<file path="config.mk">
export PLATFORM = sky130hd
export DESIGN_NAME = crate_bus_master
export DESIGN_NICKNAME = d
export VERILOG_FILES = /design/src/rtl/crate_bus_master.sv
export SDC_FILE = /design/constraint.sdc
export NUM_CORES = 1
export LEC_CHECK = 0
export ABC_AREA = 0
export BUFFER_PORTS_ARGS = -buffer_cell sky130_fd_sc_hd__buf_2
export CAP_MARGIN = 40
export CORE_MARGIN = 1.5
export CORE_UTILIZATION = 57
export CTS_CLUSTER_SIZE = 16
export DETAILED_ROUTE_END_ITERATION = 8
export PLACE_DENSITY = 0.85
export SYNTH_ARGS = -nofsm -noshare
export SYNTH_HDL_FRONTEND = slang
export SYNTH_SLANG_ARGS = --single-unit
</file>
<file path="constraint.sdc">
create_clock -name clk -period 9.3 [get_ports clk]
set_input_delay 0.465 -clock clk [delete_from_list [all_inputs] [get_ports clk]]
set_output_delay 0.465 -clock clk [all_outputs]
set_load 0.005 [all_outputs]
</file>
<file path="src/rtl/crate_bus_master.sv">
module crate_bus_master #(
  parameter int ADDR_W   = 8,
  parameter int DATA_W   = 16,
  parameter int MAX_ADDR = 255,
  parameter int TIMEOUT  = 165
) (
  input  logic              clk,
  input  logic              rst_n,
  output logic              slave_rst_n,
  output logic              trig,
  input  logic              trig_req,
  output logic [ADDR_W-1:0] slot_addr,
  output logic              addr_sel,
  input  logic              addr_ack_n,
  output logic              data_sel,
  input  logic              data_ack_n,
  output logic              rd_wr,
  output logic              addr_or_data,
  output logic [DATA_W-1:0] bus_dout,
  output logic              bus_doe,
  input  logic [DATA_W-1:0] bus_din,
  input  logic              irq_n,
  output logic              irq_ack,
  input  logic              wr_req,
  input  logic [ADDR_W-1:0] wr_addr,
  input  logic [DATA_W-1:0] wr_reg,
  input  logic [DATA_W-1:0] wr_data,
  output logic              wr_ready,
  output logic              rd_valid,
  output logic [ADDR_W-1:0] rd_addr,
  output logic [DATA_W-1:0] rd_data,
  output logic              err_valid,
  output logic [ADDR_W-1:0] err_addr,
  output logic [MAX_ADDR:0] present_map,
  output logic              scan_done
);
  localparam int CW = $clog2(TIMEOUT + 1);
  localparam logic [CW-1:0] CNT_LAST = CW'(TIMEOUT - 1);
  localparam logic [ADDR_W-1:0] LAST_SLOT = ADDR_W'(MAX_ADDR);

  typedef enum logic [2:0] {
    S_PROBE, S_PGAP, S_IDLE, S_SWEEP, S_SEL, S_XFER, S_XGAP, S_END
  } state_t;

  state_t            st;
  logic [CW-1:0]     cnt;
  logic              is_wr, second, sweeping;
  logic [DATA_W-1:0] reg_q, val_q;
  logic              expired;

  assign expired      = (cnt == CNT_LAST);
  assign addr_sel     = (st == S_PROBE) || (st == S_SEL) || (st == S_XFER) || (st == S_XGAP);
  assign data_sel     = (st == S_XFER);
  assign rd_wr        = !is_wr;
  assign addr_or_data = !second;
  assign bus_dout     = second ? val_q : reg_q;
  assign bus_doe      = data_sel && is_wr;
  assign wr_ready     = (st == S_IDLE);

  always_ff @(posedge clk or negedge rst_n) begin
    if (!rst_n) begin
      st          <= S_PGAP;
      slot_addr   <= '0;
      cnt         <= '0;
      is_wr       <= 1'b0;
      second      <= 1'b1;
      sweeping    <= 1'b0;
      reg_q       <= '0;
      val_q       <= '0;
      present_map <= '0;
      scan_done   <= 1'b0;
      slave_rst_n <= 1'b0;
      trig        <= 1'b0;
      irq_ack     <= 1'b0;
      rd_valid    <= 1'b0;
      rd_addr     <= '0;
      rd_data     <= '0;
      err_valid   <= 1'b0;
      err_addr    <= '0;
    end else begin
      slave_rst_n <= 1'b1;
      trig        <= trig_req;
      irq_ack     <= 1'b0;
      rd_valid    <= 1'b0;
      err_valid   <= 1'b0;
      case (st)
        S_PROBE: begin
          if (!addr_ack_n) begin
            present_map[slot_addr] <= 1'b1;
            st  <= S_PGAP;
            cnt <= '0;
          end else if (expired) begin
            st  <= S_PGAP;
            cnt <= '0;
          end else cnt <= cnt + 1'b1;
        end
        S_PGAP: begin
          if (slot_addr == LAST_SLOT) begin
            st        <= S_IDLE;
            scan_done <= 1'b1;
          end else begin
            slot_addr <= slot_addr + 1'b1;
            st        <= S_PROBE;
          end
        end
        S_IDLE: begin
          cnt <= '0;
          if (wr_req) begin
            slot_addr <= wr_addr;
            reg_q     <= wr_reg;
            val_q     <= wr_data;
            is_wr     <= 1'b1;
            second    <= 1'b0;
            sweeping  <= 1'b0;
            st        <= S_SEL;
          end else if (!irq_n) begin
            irq_ack   <= 1'b1;
            slot_addr <= ADDR_W'(1);
            is_wr     <= 1'b0;
            sweeping  <= 1'b1;
            st        <= S_SWEEP;
          end
        end
        S_SWEEP: begin
          if (present_map[slot_addr]) begin
            second <= 1'b1;
            cnt    <= '0;
            st     <= S_SEL;
          end else if (slot_addr == LAST_SLOT) begin
            sweeping <= 1'b0;
            st       <= S_IDLE;
          end else slot_addr <= slot_addr + 1'b1;
        end
        S_SEL: begin
          if (!addr_ack_n) begin
            cnt <= '0;
            st  <= S_XFER;
          end else if (expired) begin
            err_valid <= 1'b1;
            err_addr  <= slot_addr;
            st        <= S_END;
          end else cnt <= cnt + 1'b1;
        end
        S_XFER: begin
          if (!data_ack_n) begin
            if (!is_wr) begin
              rd_valid <= 1'b1;
              rd_addr  <= slot_addr;
              rd_data  <= bus_din;
            end
            st <= S_XGAP;
          end else if (expired) begin
            err_valid <= 1'b1;
            err_addr  <= slot_addr;
            st        <= S_END;
          end else cnt <= cnt + 1'b1;
        end
        S_XGAP: begin
          cnt <= '0;
          if (is_wr && !second) begin
            second <= 1'b1;
            st     <= S_XFER;
          end else st <= S_END;
        end
        default: begin
          cnt <= '0;
          if (sweeping && slot_addr != LAST_SLOT) begin
            slot_addr <= slot_addr + 1'b1;
            st        <= S_SWEEP;
          end else begin
            sweeping <= 1'b0;
            st       <= S_IDLE;
          end
        end
      endcase
    end
  end
endmodule


</file>
# ---- Yosys cells after proc, flatten, opt, wreduce, memory -nomap -nowiden
# Index checks and enable logic that the tools add are counted.
dict set report totals {
  in_bits 63
  ff_bits 348
  output_inout_bits 324
}
dict set report classes {
  n_reduce_logical 26
  n_eq_ne 21
  order_cmp 2
  add_sub_neg 2
  bitwise_logic 7
  n_mux 57
}
# cell count
set ops {}
lappend ops {{$or 256x256->256} 1}
lappend ops {{$mux 8} 14}
lappend ops {{$pmux 8 s5} 1}
lappend ops {{$pmux 8 s4} 1}
lappend ops {{$mux 3} 9}
lappend ops {{$mux 1} 22}
lappend ops {{$pmux 3 s7} 1}
lappend ops {{$add 8x1->8 const B} 2}
lappend ops {{$eq 8x8->1 const B} 2}
lappend ops {{$mux 16} 1}
lappend ops {{$pmux 8 s2} 1}
lappend ops {{$reduce_and 3->1} 4}
lappend ops {{$ne 2x2->1 const B} 5}
lappend ops {{$eq 3x3->1 const B} 3}
lappend ops {{$lt 8x9->1 const B} 1}
lappend ops {{$ne 3x3->1 const B} 3}
lappend ops {{$bmux 1 s8} 1}
lappend ops {{$demux 1 s8} 1}
lappend ops {{$ge 8x1->1 const B} 1}
lappend ops {{$ne 8x8->1 const B} 1}
lappend ops {{$reduce_and 2->1} 4}
lappend ops {{$reduce_and 4->1} 2}
lappend ops {{$eq 3x2->1 const B} 2}
lappend ops {{$ne 2x1->1 const B} 3}
lappend ops {{other kinds (16)} 29}

# ---- Logic depth before layout (Yosys ltp)
dict set report logic_depth {
  depth_word 5
  depth_mapped 14
  depth_no_buf 10
}

# ---- Worst setup path after synthesis
# No wires, ideal clock.
dict set report synth_path {
  path_type {reg-to-reg}
  start {reg slot_addr[0]}
  end {reg cnt[6]}
  arrival_ps 2994
  slack_ps 6184
  path_stages_with_launch 11
  required_ps 9178
  cell_sequence {dfrtp_1 > buf_6 > mux4_2 > mux4_2 > o32a_1 > a311o_1 > o21ai_2 > o21bai_4 > and2_1 > buf_6 > a32o_1}
}
dict set report synth_via {
  elab_chain_len 4
}
# item line
set synth_rtl {}
lappend synth_rtl {{start: declaration} 12} ;# output logic [ADDR_W-1:0] slot_addr,
lappend synth_rtl {{start signal: assignment} 102} ;# slot_addr <= slot_addr + 1'b1;
lappend synth_rtl {{start signal: assignment} 109} ;# slot_addr <= wr_addr;
lappend synth_rtl {{start signal: assignment} 132} ;# end else slot_addr <= slot_addr + 1'b1;
lappend synth_rtl {{$bmux 1 s8} 125} ;# if (present_map[slot_addr]) begin
lappend synth_rtl {{$mux 1 (implied by the code)} 125}
lappend synth_rtl {{$ne 2x2->1 (no line)} n/a}
lappend synth_rtl {{$reduce_and 3->1 (no line)} n/a}
lappend synth_rtl {{end signal: assignment} 95} ;# end else cnt <= cnt + 1'b1;
lappend synth_rtl {{end signal: assignment} 142} ;# end else cnt <= cnt + 1'b1;
lappend synth_rtl {{end signal: assignment} 156} ;# end else cnt <= cnt + 1'b1;
lappend synth_rtl {{end: declaration} 46} ;# logic [CW-1:0] cnt;
# Every way passes these cells. The select of a mux whose other input is x is not followed.
# A chain may end at the register's enable or synchronous reset.

# ---- Final worst setup path
# Same ends and word-level chain as after synthesis.

==> metrics.cfg <==
[drt]
drt_drc_violations_left=0
total_via_count_after_detailed_routing=11800
ant_nets=0
route.final.wire_length_um=47500
detailedRoute.firstPassIterationCount=6
drt_iter0_markers=1226
drt-wirelength-per-cell_um=25.9
via_per_inst=6.43

[sta]
final.min_clock_period_ns=4.26
finalCritPeriodShare_pct=45.9
setup_violations=0
fmax_mhz=235
timing_hold_violations_final=5
finalClockSkew_ns=0.0213
worst_case_hold_slack_ns=-0.0353
maxSlewViolCount=0
setup-tns-final_ns=0
rsz0062_at_grt=no
actual_transition_at_the_worst_max_transition_pin_ns=0.971
timing.slew.headroom_pct=35.3

[yosys]
post_synth_main_area_contributors=sky130_fd_sc_hd__dfrtp_1 (57%), sky130_fd_sc_hd__o21bai_1 (13%), sky130_fd_sc_hd__mux4_2 (9.4%), sky130_fd_sc_hd__mux2_2 (6.4%), sky130_fd_sc_hd__clkbuf_1 (1.5%)
synth_top_cell_area_share_pct=57.4
yosys.area.top_type=sky130_fd_sc_hd__dfrtp_1
synth_enable_flop_cells=0
postSynth.topFlopCell=sky130_fd_sc_hd__dfrtp_1
ys_warn_count=0
synth-async-reset-ratio_pct=100
syn-num-nets=1190
synth.cell_area_um2=15100
synth_cell_types=64
netlist_top_cells_count=sky130_fd_sc_hd__dfrtp_1 (346), sky130_fd_sc_hd__o21bai_1 (257), sky130_fd_sc_hd__mux2_2 (86)
yosysMostFrequentCell=sky130_fd_sc_hd__dfrtp_1
ys_ff_latch=348
syn-instance-count=1120
synth_sequential_area_ratio_pct=57.7
post_synth.cell_area_avg_um2=13.5

[finish]
final_net_count=1546
final_layout_size_suffix_gt1_share_pct=41.5
layoutNonFillerInstCount=1838
combined_area_of_the_multi_input_logic_cells_um2=5970
filler_instances=1782
design_area_um2=18400
synthToLayoutAreaGrowth_pct=22.1
antenna_cells_inserted=0
seq_area_um2=8720

[worst_setup_path]
reg2reg_slack_ns=5.04
critPathRequiredTime_ns=9.71
critical_path.most_common_cell=sky130_fd_sc_hd__mux4_2
ff2ff_path_depth=9
worst_ep_arrival_time_ns=4.68
path_class=reg2reg
timing.rr.end=cnt[6]$_DFFE_PN0P_
critPathSlowestCell=sky130_fd_sc_hd__buf_4
critical-path-max-stage-delay_ns=0.72
critical_path.startpoint_type=flop
crit_chain=buf_4 -> mux4_2 -> mux4_2 -> o32a_1 -> a311o_1 -> o21ai_2 -> o21bai_4 -> and2_1 -> a32o_1
crit-reg2reg-launch=slot_addr[0]$_DFFE_PN0P_
endpoint_kind=flop
critPathMaxFanout=47

[run_status]
run_status=finished with violations
failed_checks=hold timing

[place]
placed_area_um2=17200
dp_hpwl_um=32300
port_buffers=386
finalWeightedCongestion=0.890
dpl.cell_count=1772

[floorplan]
floorplan.rows=59
die_height_um=166
core_um2=26000
fp.dieW_um=166
starting_density_of_the_core_pct=58.1
num_io_pins=387
floorplan.die_area_um2=27400

[clock_network]
cts.hold.buffers_added=0
clock_latency_on_the_worst_skew_pair_ns=0.53
clk_pin_slew_ns=0.07
clock_tree.htree_level_count=2
cts_post_setup_buffers_inserted=0
cts.root.buffer_cell=sky130_fd_sc_hd__clkbuf_16
tritoncts.num_buffers=37
postCtsResizedCells=0
tritoncts_num_sinks=348
cts_tree=built
cts.path.max_buffers=3

[global_route]
grt_antenna_before_repair=0
global_route.usage.total_pct=34.7
global_route_wire_length_before_repair_um=72900
grt_start_max_net_pins=184
global_route_congestion_overflow_total=0
first_global_vias=11900

[power]
standby_leakage_power_nw=9.29
power.density_cell_area_nw_per_um2=305
power.ir.vdd_worst_mv=0.220
report.power.total_w=0.00562

[flow_run]
maxCapViolations=0

[min_path]
holdCritPathClass=in2async

-- worst max path at each step --
| stage | start | to | slack, ns | cells after the start |
|---|---|---|---|---|
| after floorplan | slot_addr[0]$_DFFE_PN0P_ | cnt[6]$_DFFE_PN0P_ | 6.18 | 10 |
| after global placement | slot_addr[0]$_DFFE_PN0P_ | cnt[6]$_DFFE_PN0P_ | 5.19 | 9 |
| after detailed placement | slot_addr[0]$_DFFE_PN0P_ | cnt[6]$_DFFE_PN0P_ | 5.10 | 9 |
| after CTS | slot_addr[0]$_DFFE_PN0P_ | cnt[6]$_DFFE_PN0P_ | 5.05 | 9 |
| after global routing | slot_addr[0]$_DFFE_PN0P_ | cnt[6]$_DFFE_PN0P_ | 4.86 | 9 |
| final | slot_addr[0]$_DFFE_PN0P_ | cnt[6]$_DFFE_PN0P_ | 5.04 | 9 |
-- through the flow --
stage | setup slack [ns] | utilization (%)
after floorplan | 6.18 | -
after global placement | 5.19 | 66.1
after detailed placement | 5.10 | 66.2
after CTS | 5.05 | 70.9
after global routing | 4.86 | 70.9
final | 5.04 | 70.9
-- cells by family (layout without fill, tap and decap cells) --
group / Yosys count / count (layout) / synth area share, %
buf+inv: 93 / 476 / 2.74
fa+ha+maj: 7 / 7 / 0.581
mux: 165 / 165 / 16.9
compound gates: 357 / 357 / 17.5
simple gates: 149 / 149 / 4.48
other cells: 1 / 1 / 0.0249
flops: 348 / 348 / 57.7
-- cells in the final DEF, fill, tap and decap left out, types with 3 or more instances in the layout --
cell type                   count
sky130_fd_sc_hd__ha_1           7
sky130_fd_sc_hd__mux2i_1       15
sky130_fd_sc_hd__and2_1         7
sky130_fd_sc_hd__nor2b_1        3
sky130_fd_sc_hd__mux4_2        63
sky130_fd_sc_hd__o21ai_1        4
sky130_fd_sc_hd__nor2_1        32
sky130_fd_sc_hd__o21bai_1     257
sky130_fd_sc_hd__o2111ai_1      3
sky130_fd_sc_hd__dfrtp_1      343
sky130_fd_sc_hd__nor3_1         9
sky130_fd_sc_hd__mux2_2        86
sky130_fd_sc_hd__clkbuf_16     39
sky130_fd_sc_hd__nand2b_1       4
sky130_fd_sc_hd__o21ai_0        8
sky130_fd_sc_hd__a32o_1         5
sky130_fd_sc_hd__or2_2          6
sky130_fd_sc_hd__o22ai_1        7
sky130_fd_sc_hd__clkbuf_1       5
sky130_fd_sc_hd__nand2_1       58
sky130_fd_sc_hd__a21oi_1       25
sky130_fd_sc_hd__clkinv_2      12
sky130_fd_sc_hd__a31oi_1       11
sky130_fd_sc_hd__nand3_1       18
sky130_fd_sc_hd__nor3b_1        3
sky130_fd_sc_hd__buf_4          8
sky130_fd_sc_hd__inv_1         13
sky130_fd_sc_hd__buf_2        385
sky130_fd_sc_hd__a41oi_1        3
sky130_fd_sc_hd__clkbuf_8       6
-- where the power goes --
group / internal, W / total [W] / switching [W]
logic: 0.000879 / 0.00187 / 0.000988
clock network: 0.000870 / 0.00148 / 0.000605
registers: 0.00188 / 0.00228 / 0.000396
total: 0.00363 / 0.00562 / 0.00199
-- final cells by class --
cell class	count	share of cell area, %
well taps	335	2.28
repair buffers	396	11.1
multi-input cells	679	32.4
clock inverters	16	0.747
clock buffers	50	5.85
inverters	14	0.285
flip-flops and latches	348	47.3
-- registers in the layout, indices dropped and copies added (netlist names), 3 cells and up --
register and count:
cnt 8, rd_data 16, val_q 16, reg_q 16, rd_addr 8, present_map 256
st 3, err_addr 8, slot_addr 8
-- routing by layer --
| layer | track usage (%) | share of wire (%) |
|---|---|---|
| met2 | 54.2 | 47 |
| met4 | 16.7 | 5.3 |
| met5 | 0 | 0 |
| met3 | 8.24 | 9.9 |
| met1 | 46.2 | 38 |
-- worst max-delay path, delay by kind of cell, from the launching register on --
family,cells,cell delay [ns]
AOI/OAI and AO/OA,5,1.24
muxes,2,1.13
buffers and inverters,1,0.72
DFF,1,0.71
and+or+nand+nor,1,0.30
Power figures use the tool's default switching activity.
